--- config.mk ---
export PLATFORM = sky130hd
export DESIGN_NAME = acc_io_irq
export DESIGN_NICKNAME = d
export VERILOG_FILES = /design/src/rtl/acc_io_irq.sv
export SDC_FILE = /design/constraint.sdc
export NUM_CORES = 1
export LEC_CHECK = 0
export ABC_AREA = 1
export BUFFER_PORTS_ARGS = -buffer_cell sky130_fd_sc_hd__buf_2
export CAP_MARGIN = 10
export CORE_UTILIZATION = 44
export CTS_CLUSTER_DIAMETER = 50
export DETAILED_ROUTE_END_ITERATION = 12
export PLACE_DENSITY = 0.81
export SLEW_MARGIN = 30
export SYNTH_ARGS = -nofsm -noshare
export SYNTH_HDL_FRONTEND = slang
export SYNTH_SLANG_ARGS = --single-unit
--- constraint.sdc ---
create_clock -name clk -period 2.5 [get_ports clk]
set_input_delay 0.25 -clock clk [delete_from_list [all_inputs] [get_ports clk]]
set_output_delay 0.25 -clock clk [all_outputs]
set_load 0.005 [all_outputs]
--- src/rtl/acc_io_irq.sv ---
module acc_io_irq #(
  parameter int W = 8
) (
  input  logic         clk,
  input  logic         rst_n,
  input  logic         dev_in_stb,
  input  logic [W-1:0] dev_in_data,
  input  logic         dev_out_ack,
  input  logic [W-1:0] cpu_acc_lo,
  input  logic         op_inp,
  input  logic         op_out,
  input  logic         op_ski,
  input  logic         op_sko,
  input  logic         op_ion,
  input  logic         op_ioff,
  input  logic         irq_cycle,
  input  logic         instr_end,
  output logic [W-1:0] in_buf,
  output logic [W-1:0] out_buf,
  output logic         in_flag,
  output logic         out_flag,
  output logic         irq_en,
  output logic         irq_pending,
  output logic         skip
);

  logic in_take;
  logic en_clr;
  logic req;

  assign in_take = dev_in_stb && (!in_flag || op_inp);
  assign en_clr  = op_ioff || irq_cycle;
  assign req     = irq_en && (in_flag || out_flag);
  assign skip    = (op_ski && in_flag) || (op_sko && out_flag);

  always_ff @(posedge clk or negedge rst_n) begin
    if (!rst_n) begin
      in_buf  <= '0;
      in_flag <= 1'b0;
    end else begin
      if (in_take) in_buf <= dev_in_data;
      if (in_take) in_flag <= 1'b1;
      else if (op_inp) in_flag <= 1'b0;
    end
  end

  always_ff @(posedge clk or negedge rst_n) begin
    if (!rst_n) begin
      out_buf  <= '0;
      out_flag <= 1'b0;
    end else begin
      if (op_out) out_buf <= cpu_acc_lo;
      if (dev_out_ack) out_flag <= 1'b1;
      else if (op_out) out_flag <= 1'b0;
    end
  end

  always_ff @(posedge clk or negedge rst_n) begin
    if (!rst_n) begin
      irq_en      <= 1'b0;
      irq_pending <= 1'b0;
    end else begin
      if (en_clr) irq_en <= 1'b0;
      else if (op_ion) irq_en <= 1'b1;
      if (irq_cycle) irq_pending <= 1'b0;
      else if (instr_end && req) irq_pending <= 1'b1;
    end
  end

endmodule

==> summary.txt, run 1 <==
Floorplanning
  • Die Wd: 45.0 um
  • I/O pins: between 40 and 50
  • Height of the die: 45.0 um
  • Die area: 2020 sq um
  • Core footprint: 1730 sq um
  • Starting Density: 47.1%
  • Cell row count: 15

Worst setup path
  • Critical path cell sequence: a22o_2, buf_2
  • Crit path capture type: primary output
  • Startpoint type of the worst setup path: flop
  • Critical Setup Path Class: reg -> out
  • Crit path arrival time: 1.09 ns
  • Slowest library cell on the worst path: sky130_fd_sc_hd__dfrtp_1
  • Worst Path Required: 2.25 ns
  • Biggest cell delay along the critical path: 0.44 ns
  • Crit Path Max Fanout: 4
  • Slack of the worst reg-to-reg path: around 1.6 ns

Routing
  • Total via count after detailed routing: 722
  • Number of remaining DRC errors: 0
  • TritonRoute pass-1 iters: 4
  • Post-detailed-route via-to-cell ratio: roughly 4.5
  • Routed len/inst: ~9.5 um
  • Total length of routed wires: about 1500 um
  • Detailed Route Iter0 Violations: 9
  • Antenna Violating Nets Remaining: 0

STA
  • Highest Clock Rate: between 0.7 and 0.8 GHz
  • Unrepaired setup endpoints after global routing: no
  • Final setup fails: 0
  • Final-layout setup total negative slack: 0 ns
  • Worst rel slew slack: 71.9%
  • Worst hold margin: 0.114 ns
  • Actual slew at the worst max-slew pin: 0.421 ns
  • Endpoints failing hold: 0
  • Minimum period implied by the final worst setup slack: 1.34 ns
  • Pins Over Slew Limit: 0
  • Final worst setup slack: 1.16 ns
  • Fin Clk Skew: approximately 0.0049 ns
  • Period Utilization, post-route: 53.6%

Logic synthesis
  • Synth Net Count: between 100 and 150
  • Syn avg cell area: 9.46 sq um
  • Largest cells by area after synthesis: sky130_fd_sc_hd__dfrtp_1 62%, sky130_fd_sc_hd__nand2_1 13%, sky130_fd_sc_hd__inv_1 6.0%
  • Gate count after technology mapping: 86
  • Fraction of the yosys area taken by sequential cells: 61.5%
  • Post-Synth XOR/XNOR Area: 0%
  • Main combinational cell family by area after synthesis: simple AND/OR/NAND/NOR gates
  • Yosys warnings: 0
  • Post-synthesis register bit count: 20
  • Share of synthesized area spent on multiplexers: 0%
  • Top cell type by total area after synthesis: sky130_fd_sc_hd__dfrtp_1
  • Post-Synth Simple-Gate Area: 21.7%
  • Adder-cell share of the synthesized area: 0%
  • Synth top area share: 61.5%
  • Compound-gate portion of the synthesized area: ~7.7%
  • Area of the mapped netlist: approximately 800 sq um
  • Number of library cell types mapped by synthesis: 13

GRT
  • Global-route usage over all layers: 17.2%
  • Congestion Overflow GR: 0
  • Initial antenna violation count: 0
  • Global-route wire length before repair: approximately 2500 um
  • Maximum number of pins on one net before global-route repair: 21
  • Number of global-route vias before repair: 614

Placement
  • Worst setup slack before clock tree synthesis: around 1.5 ns
  • Post-place instance area: 1060 sq um
  • # placed instances: 157
  • Detail Placement HPWL: 1220 um
  • Routability congestion estimate: ~0.65
  • PortBufs: 48

CTS
  • TritonCTS Sinks: 20
  • Setup fix buffers added after clock tree synthesis: 0
  • CTS root buffer: sky130_fd_sc_hd__clkbuf_4
  • Depth of the CTS H-tree: 1
  • TritonCTS Buffers: 3
  • Clock tree from TritonCTS: built
  • Reg clk slew, reported paths: 0.10 ns
  • Source-to-sink clock delay at the later pin of the worst-skew pair: 0.29 ns
  • Maximum root-to-sink buffer count: 2

Finish
  • Diode insertion count for antenna repair: 0
  • Ratio of cells with drive above 1 in the final layout: 40.1%
  • Synthesis-to-finish area growth: 36.0%
  • Final Cell Area: 1110 sq um
  • Count of nets after finishing: about 170
  • Number of cells in the finished layout apart from fillers: 162

Run
  • Maxcap violations: 0

Power and ir drop
  • Power density cells: 607 nW/um^2
  • P_leak: 0.658 nW
  • Worst-case vdd ir drop: 0.000410 V

Hold path
  • Min-delay worst type: in -> reg

Status
  • Result of the run: complete, no violations
[power by group]
| group | switching (W) | internal, W | total, W |
|---|---|---|---|
| logic | 0.0000592 | 0.0000584 | 0.000118 |
| clock network | 0.0000902 | 0.0000886 | 0.000179 |
| registers | 0.0000182 | 0.000357 | 0.000375 |
| total | 0.000168 | 0.000504 | 0.000671 |
[area by class of cell]
class	count	area, sq um
multi-input cells	51	239
repair buffers	49	250
flip-flops and latches	20	500
well taps	25	31.3
inverters	13	48.8
clock buffers	4	36.3
fillers	162	621
[cell families after synthesis]
logic type / count (synthesis)
AND/OR/NAND/NOR: 40
AO/OA/AOI/OAI: 11
buffers and inverters: 15
flip-flops: 20
[worst max-delay path, delay by kind of cell (launching register included)]
| family | cells | cell delay, ns |
|---|---|---|
| flip-flops | 1 | 0.44 |
| AO/OA/AOI/OAI | 1 | 0.25 |
| buffers and inverters | 1 | 0.12 |
[layer usage]
layer  wire length [um]  track usage [%]
met1                731             21.4
met2                683             27.0
met3                111             5.20
met4                 13             9.09
met5                  0                0
[per-stage QoR]
stage	total power (W)	utilization [%]
after global placement	0.000496	61.4
after floorplan	0.000432	-
after global routing	0.000715	64.1
final	0.000671	64.1
after CTS	0.000680	64.1
after detailed placement	0.000500	61.4
[cells in the final DEF (no fill, tap or decap)]
master and n:
sky130_fd_sc_hd__inv_1 13, sky130_fd_sc_hd__buf_2 48, sky130_fd_sc_hd__dfrtp_1 20, sky130_fd_sc_hd__clkbuf_4 3
sky130_fd_sc_hd__a21oi_1 1, sky130_fd_sc_hd__dlygate4sd3_1 1, sky130_fd_sc_hd__clkbuf_8 1, sky130_fd_sc_hd__nor2_1 1
sky130_fd_sc_hd__nand2_4 2, sky130_fd_sc_hd__o21bai_1 1, sky130_fd_sc_hd__a22o_2 1, sky130_fd_sc_hd__nor3_1 1
sky130_fd_sc_hd__o21ai_0 8, sky130_fd_sc_hd__nand2_1 28, sky130_fd_sc_hd__nand3_1 8
[cells in the mapped netlist]
| library cell | number |
|---|---|
| sky130_fd_sc_hd__nand2_1 | 28 |
| sky130_fd_sc_hd__dfrtp_1 | 20 |
| sky130_fd_sc_hd__inv_1 | 13 |
| sky130_fd_sc_hd__nand3_1 | 8 |
| sky130_fd_sc_hd__o21ai_0 | 8 |
| sky130_fd_sc_hd__nand2_4 | 2 |
| sky130_fd_sc_hd__a21oi_1 | 1 |
| sky130_fd_sc_hd__a22o_2 | 1 |
| sky130_fd_sc_hd__buf_6 | 1 |
| sky130_fd_sc_hd__clkbuf_8 | 1 |
| sky130_fd_sc_hd__nor2_1 | 1 |
| sky130_fd_sc_hd__nor3_1 | 1 |
| sky130_fd_sc_hd__o21bai_1 | 1 |
[state kept, by name (all words and copies together) (netlist names)]
name         flops
out_flag         1
in_flag          1
irq_en           1
irq_pending      1
in_buf           8
out_buf          8
[repair_timing]
| action | 4_1_cts | 5_1_grt |
|---|---|---|
| gates resized for setup | 0 | 0 |
| hold endpoints to repair | 20 | 0 |
| hold buffers | 1 | 0 |
[path summary, 6_finish.rpt]
path                                 from         end  depth (start not counted)
worst max-delay path              in_flag        skip                          2
worst min-delay path              op_ioff      irq_en                          2
worst max register to register    in_flag   in_buf[1]                          4
worst min register to register  in_buf[4]   in_buf[4]                          2
max in group asynchronous           rst_n   in_buf[7]                          2
min in group asynchronous           rst_n  out_buf[1]                          2
Note: power is estimated with default switching activity, not from simulation.
==> run 2: changes to the inputs <==
ABC_AREA = 0   (was 1)
CORE_UTILIZATION = 41   (was 44)
PLACE_DENSITY = 0.77   (was 0.81)
clock period = 1.3 ns   (was 2.5 ns; I/O delays follow)
==> summary.txt, run 2 <==
Logic synthesis
  • Top post-synthesis cells by count: 20 x sky130_fd_sc_hd__dfrtp_1, 8 x sky130_fd_sc_hd__mux2_2, 8 x sky130_fd_sc_hd__mux2_4
  • Compound-gate portion of the synthesized area: under 10%
  • Fraction of registers with async set/reset: 100%
  • Synth top area share: 63.1%
  • Gate count after technology mapping: 48
  • Fraction of the yosys area taken by sequential cells: 63.1%
  • Share of synthesized area spent on multiplexers: between 20% and 30%
  • Largest cells by area after synthesis: sky130_fd_sc_hd__dfrtp_1 63%, sky130_fd_sc_hd__mux2_4 15%, sky130_fd_sc_hd__mux2_2 11%
  • Main combinational cell family by area after synthesis: multiplexers
  • Adder-cell share of the synthesized area: 0%
  • Area of the mapped netlist: 793 sq um
  • Cell with the most instances after synthesis: sky130_fd_sc_hd__dfrtp_1
  • Top cell type by total area after synthesis: sky130_fd_sc_hd__dfrtp_1
  • Post-synthesis register bit count: 20
  • Yosys warnings: 0
  • Synth Net Count: 76
  • Post-Synth Simple-Gate Area: 5.05%
  • Syn avg cell area: 16.5 sq um
  • EDFF count, synth: 0
  • Synth Flop Type: sky130_fd_sc_hd__dfrtp_1
  • Number of library cell types mapped by synthesis: 14
  • Post-Synth XOR/XNOR Area: 0%

CTS
  • TritonCTS Buffers: 3
  • Clock tree from TritonCTS: built
  • CTS root buffer: sky130_fd_sc_hd__clkbuf_4
  • Reg clk slew, reported paths: 0.12 ns
  • TritonCTS Sinks: 20
  • Depth of the CTS H-tree: 1
  • Number of gates resized after CTS: 0
  • Source-to-sink clock delay at the later pin of the worst-skew pair: approximately 0.30 ns
  • Maximum root-to-sink buffer count: 2

Worst setup path
  • Number of cells on the worst reg-to-reg path: 3
  • Reg2Reg Capture Point: in_buf[3]
  • Crit Path Max Fanout: 4
  • Critical path cell sequence: a22o_2, buf_2
  • Startpoint type of the worst setup path: flop
  • CP startpoint: in_flag
  • Biggest cell delay along the critical path: 0.45 ns
  • Capturing instance or port of the critical path: skip
  • Crit path capture type: primary output
  • Worst Path Required: 1.17 ns
  • Critical Setup Path Class: reg -> out
  • Crit path arrival time: 1.11 ns
  • Startpoint of the lowest-slack register-to-register path: in_flag
  • Slack of the worst reg-to-reg path: 0.21 ns
  • Slowest library cell on the worst path: sky130_fd_sc_hd__dfrtp_1

Routing
  • Total via count after detailed routing: 583
  • Antenna Violating Nets Remaining: 0
  • Post-detailed-route via-to-cell ratio: around 4.6
  • Routed len/inst: ~12 um
  • TritonRoute pass-1 iters: 1
  • Total length of routed wires: 1560 um
  • Number of remaining DRC errors: 0
  • Detailed Route Iter0 Violations: 0

Placement
  • Worst setup slack before clock tree synthesis: 0.222 ns
  • Detail Placement HPWL: 1180 um
  • Post-place instance area: 1060 sq um
  • PortBufs: 48
  • Routability congestion estimate: 0.666

GRT
  • Maximum number of pins on one net before global-route repair: 21
  • Congestion Overflow GR: 0
  • Global-route wire length before repair: about 2300 um
  • Initial antenna violation count: 0
  • Number of global-route vias before repair: 550
  • Global-route usage over all layers: approximately 16%

Finish
  • Number of fillers in the final layout: 147
  • Final Cell Area: between 1000 and 1500 sq um
  • Share of the core filled with cells in the final layout: 65.3%
  • FF+latch area: 500 sq um
  • Combined area of the multi-input logic cells: 280 sq um
  • Diode insertion count for antenna repair: 0
  • Ratio of cells with drive above 1 in the final layout: 68.9%
  • Commonest non-fill, non-tap cell in the layout: sky130_fd_sc_hd__buf_2
  • Count of nets after finishing: approximately 130
  • Top flop regs: in_buf: 8 flops, out_buf: 8 flops
  • Most frequent cells in the layout: 48 x sky130_fd_sc_hd__buf_2, 20 x sky130_fd_sc_hd__dfrtp_1, 8 x sky130_fd_sc_hd__mux2_4, 8 x sky130_fd_sc_hd__mux2_2, 4 x sky130_fd_sc_hd__dlygate4sd3_1
  • Synthesis-to-finish area growth: 45.3%

Power and ir drop
  • Power density cells: between 1000 and 1500 nW/um^2
  • P_leak: 0.611 nW
  • P_int: 0.00117 W
  • Worst-case vdd ir drop: roughly 0.00083 V
  • Sequential fraction of design power: 48.9%
  • Switching power: 0.000318 W
  • Relative contribution of combinational cells to total power: 17.5%
  • Fraction of power consumed by the clock network: 33.6%
  • Switching share of power: 21.4%

Floorplanning
  • Starting Density: 45.0%
  • I/O pins: 49
  • Cell row count: 15
  • Core footprint: 1760 sq um
  • Die area: 2110 sq um
  • Die Wd: approximately 46 um
  • Height of the die: between 40 and 50 um

Hold path
  • Hold path startpoint: dev_in_data[1]
  • Min-delay worst type: in -> reg

Status
  • Result of the run: complete, no violations

STA
  • Worst rel slew slack: 70.3%
  • Final-layout setup total negative slack: 0 ns
  • Actual slew at the worst max-slew pin: ~0.45 ns
  • Final setup fails: 0
  • Unrepaired setup endpoints after global routing: no
  • Final worst setup slack: ~0.055 ns
  • Minimum period implied by the final worst setup slack: around 1.2 ns
  • Pins Over Slew Limit: 0
  • Endpoints failing hold: 0
  • Fin Clk Skew: between 0.01 and 0.015 ns
  • Highest Clock Rate: 0.803 GHz
  • Period Utilization, post-route: a little over nine tenths

Run
  • Maxcap violations: 0
## run 2: area by class of cell
class | instances | share of cell area, %
sequential | 20 | 43.4
multi-input combinational | 25 | 24.3
clock inverter | 1 | 2.61
inverter | 2 | 0.651
timing repair buffer | 52 | 24.3
clock buffer | 3 | 1.95
tap | 25 | 2.71
## run 2: what timing repair did
| item | in CTS | in global routing |
|---|---|---|
| endpoints found under the setup margin | 0 | 1 |
| endpoints found under the hold margin | 23 | 0 |
| hold buffers | 5 | 0 |
| setup buffers | 0 | 0 |
## run 2: metrics by stage
| step | instances | total power [W] | hold WS (ns) |
|---|---|---|---|
| after CTS | 129 | 0.00151 | 0.0474 |
| after global placement | 120 | 0.000986 | 0.0868 |
| final | 128 | 0.00149 | 0.0517 |
| after floorplan | 48 | 0.000859 | -0.166 |
| after detailed placement | 120 | 0.000995 | 0.0982 |
| after global routing | 128 | 0.00156 | 0.0309 |
## run 2: logic make-up after synthesis
| family | after synthesis |
|---|---|
| and+or+nand+nor | 5 |
| DFF | 20 |
| muxes | 16 |
| buffers and inverters | 3 |
| AOI/OAI and AO/OA | 4 |
## run 2: critical path, delay by kind of cell (launching register included)
family | cells | cell delay [ns]
flip-flops | 1 | 0.45
AO/OA/AOI/OAI | 1 | 0.25
buffers and inverters | 1 | 0.12
## run 2: worst min path at each step
stage | endpoint | cells past startpoint
after detailed placement | out_buf[2] | 1
final | in_buf[1] | 2
after global routing | in_buf[5] | 2
after floorplan | in_buf[0] | 0
after CTS | in_buf[1] | 2
after global placement | out_buf[2] | 1
## run 2: routing by layer
| metal | wire (um) | vias up | share of wire (%) | global-route usage (%) |
|---|---|---|---|---|
| li1 | - | 278 | - | - |
| met1 | 663 | 284 | 43 | 20.4 |
| met2 | 801 | 19 | 51 | 24.8 |
| met3 | 72 | 2 | 4.6 | 2.38 |
| met4 | 19 | 0 | 1.2 | 8.82 |
| met5 | 0 | - | 0 | 0 |
## run 2: power groups by stage
stage               Clock (W)  Combinational, W  Sequential [W]
finish               0.000499          0.000261        0.000728
global route         0.000543          0.000284        0.000737
CTS                  0.000512          0.000266        0.000728
global placement            0          0.000248        0.000738
detailed placement          0          0.000254        0.000741
floorplan                   0          0.000113        0.000746
==> run 3: changes to the inputs <==
PLACE_DENSITY = 0.78   (was 0.77)
SKIP_LAST_GASP = 1   (was unset)
==> summary.txt, run 3 (synthesis gave the netlist of run 2 again) <==
Worst setup path
  • Reg2Reg Capture Point: in_buf[1]
  • Crit path arrival time: 1.12 ns
  • Critical Setup Path Class: reg -> out
  • Slack of the worst reg-to-reg path: 0.19 ns
  • Startpoint type of the worst setup path: flop
  • Number of cells on the worst reg-to-reg path: 3
  • Worst Path Required: between 1 and 1.5 ns
  • Crit path capture type: primary output
  • CP startpoint: in_flag
  • Crit Path Max Fanout: 4
  • Startpoint of the lowest-slack register-to-register path: in_flag
  • Capturing instance or port of the critical path: skip

CTS
  • Number of gates resized after CTS: 0
  • Depth of the CTS H-tree: 1
  • Clock tree from TritonCTS: built
  • Setup fix buffers added after clock tree synthesis: 0
  • Maximum root-to-sink buffer count: 2
  • TritonCTS Buffers: 3
  • Source-to-sink clock delay at the later pin of the worst-skew pair: 0.29 ns
  • Reg clk slew, reported paths: 0.11 ns
  • CTS root buffer: sky130_fd_sc_hd__clkbuf_4
  • TritonCTS Sinks: 20

STA
  • Worst hold margin: roughly 0.016 ns
  • Fin Clk Skew: 0.00463 ns
  • Actual slew at the worst max-slew pin: 0.425 ns
  • Final setup fails: 0
  • Final-layout setup total negative slack: 0 ns
  • Minimum period implied by the final worst setup slack: 1.25 ns
  • Final worst setup slack: 0.0506 ns
  • Unrepaired setup endpoints after global routing: no
  • Highest Clock Rate: about 0.80 GHz
  • Endpoints failing hold: 0
  • Period Utilization, post-route: 96.1%
  • Worst rel slew slack: a little under three quarters
  • Pins Over Slew Limit: 0

Status
  • Result of the run: complete, no violations

Finish
  • Most frequent cells in the layout: 48 x sky130_fd_sc_hd__buf_2, 20 x sky130_fd_sc_hd__dfrtp_1, 8 x sky130_fd_sc_hd__mux2_4, 8 x sky130_fd_sc_hd__mux2_2
  • Number of fillers in the final layout: 139
  • Count of nets after finishing: 131
  • Share of the core filled with cells in the final layout: 64.8%
  • Synthesis-to-finish area growth: 44.0%
  • Commonest non-fill, non-tap cell in the layout: sky130_fd_sc_hd__buf_2
  • Diode insertion count for antenna repair: 0
  • Number of cells in the finished layout apart from fillers: 127
  • Ratio of cells with drive above 1 in the final layout: 69.6%
  • Top flop regs: in_buf: 8 flops, out_buf: 8 flops

Floorplanning
  • Starting Density: 45.0%
  • Core footprint: 1760 sq um
  • Height of the die: 46.0 um
  • Cell row count: 15
  • I/O pins: between 40 and 50
  • Die area: roughly 2100 sq um
  • Die Wd: 46.0 um

Placement
  • Worst setup slack before clock tree synthesis: 0.194 ns
  • Detail Placement HPWL: 1050 um
  • Routability congestion estimate: just over 0.6
  • PortBufs: 48
  • # placed instances: between 100 and 150

Routing
  • Total via count after detailed routing: 591
  • Antenna Violating Nets Remaining: 0
  • Routed len/inst: approximately 11 um
  • TritonRoute pass-1 iters: 2
  • Total length of routed wires: 1420 um
  • Detailed Route Iter0 Violations: 1
  • Post-detailed-route via-to-cell ratio: about 4.7
  • Number of remaining DRC errors: 0

GRT
  • Initial antenna violation count: 0
  • Maximum number of pins on one net before global-route repair: 21
  • Number of global-route vias before repair: 600
  • Global-route usage over all layers: around 16%
  • Congestion Overflow GR: 0
  • Global-route wire length before repair: 2330 um

Run
  • Maxcap violations: 0

Hold path
  • Min-delay worst type: in -> reg

Power and ir drop
  • Power density cells: 1290 nW/um^2
  • Worst-case vdd ir drop: just over 0.0008 V
  • P_leak: 0.606 nW
==> run 3: cell types whose count changed in the layout (fill, tap and decap cells not counted), sizes merged <==
cell | previous run | this run
dlygate4sd3 | 4 | 3
==> run 3: through the flow <==
stage | area, sq um | total power (W)
4_1_cts | 1150 | 0.00151
6_report | 1140 | 0.00147
5_1_grt | 1140 | 0.00155
3_3_place_gp | 1060 | 0.000984
2_1_floorplan | 793 | 0.000859
3_5_place_dp | 1060 | 0.000992
==> run 3: repair_timing <==
action | CTS | global route
endpoints found under the hold margin | 22 | 0
endpoints found under the setup margin | 0 | 1
hold buffers | 4 | 0
==> run 3: worst max-delay path, cell delays in order, from the launching register on <==
cell and delay [ns]:
sky130_fd_sc_hd__dfrtp_1 0.46, sky130_fd_sc_hd__a22o_2 0.25, sky130_fd_sc_hd__buf_2 0.12
==> run 3: how the worst min path moves through the flow <==
stage                        endpoint        start  slack, ns  cells past startpoint
after floorplan             in_buf[0]        rst_n      -0.17                      0
after global placement     out_buf[2]        rst_n       0.09                      1
after detailed placement  irq_pending        rst_n        0.1                      1
after CTS                    out_flag  dev_out_ack      0.001                      2
after global routing         out_flag  dev_out_ack       0.02                      2
final                        out_flag  dev_out_ack       0.02                      2
==> run 3: where the power goes <==
part / switching, W / leakage, nW / internal (W)
combinational: 0.0000889 / 0.343 / 0.000166
sequential: 0.0000383 / 0.236 / 0.000690
clock: 0.000179 / 0.0279 / 0.000311
total: 0.000306 / 0.606 / 0.00117
==> run 3: layout make-up <==
type / instances / area (sq um) / area share, %
clock buffer: 3 / 22.5 / 1.97
tap: 25 / 31.3 / 2.74
multi-input combinational: 25 / 280 / 24.5
timing repair buffer: 51 / 270 / 23.7
sequential: 20 / 500 / 43.8
clock inverter: 1 / 30.0 / 2.63
inverter: 2 / 7.51 / 0.657
==> run 3: routing by layer <==
layer / wire (um) / vias up / part of all wire, % / GRT usage (%)
met2: 683 / 33 / 48 / 25.6
met3: 110 / 2 / 7.7 / 3.97
met1: 612 / 279 / 43 / 19.6
met5: 0 / - / 0 / 0
met4: 18 / 0 / 1.3 / 6.47
li1: - / 277 / - / -
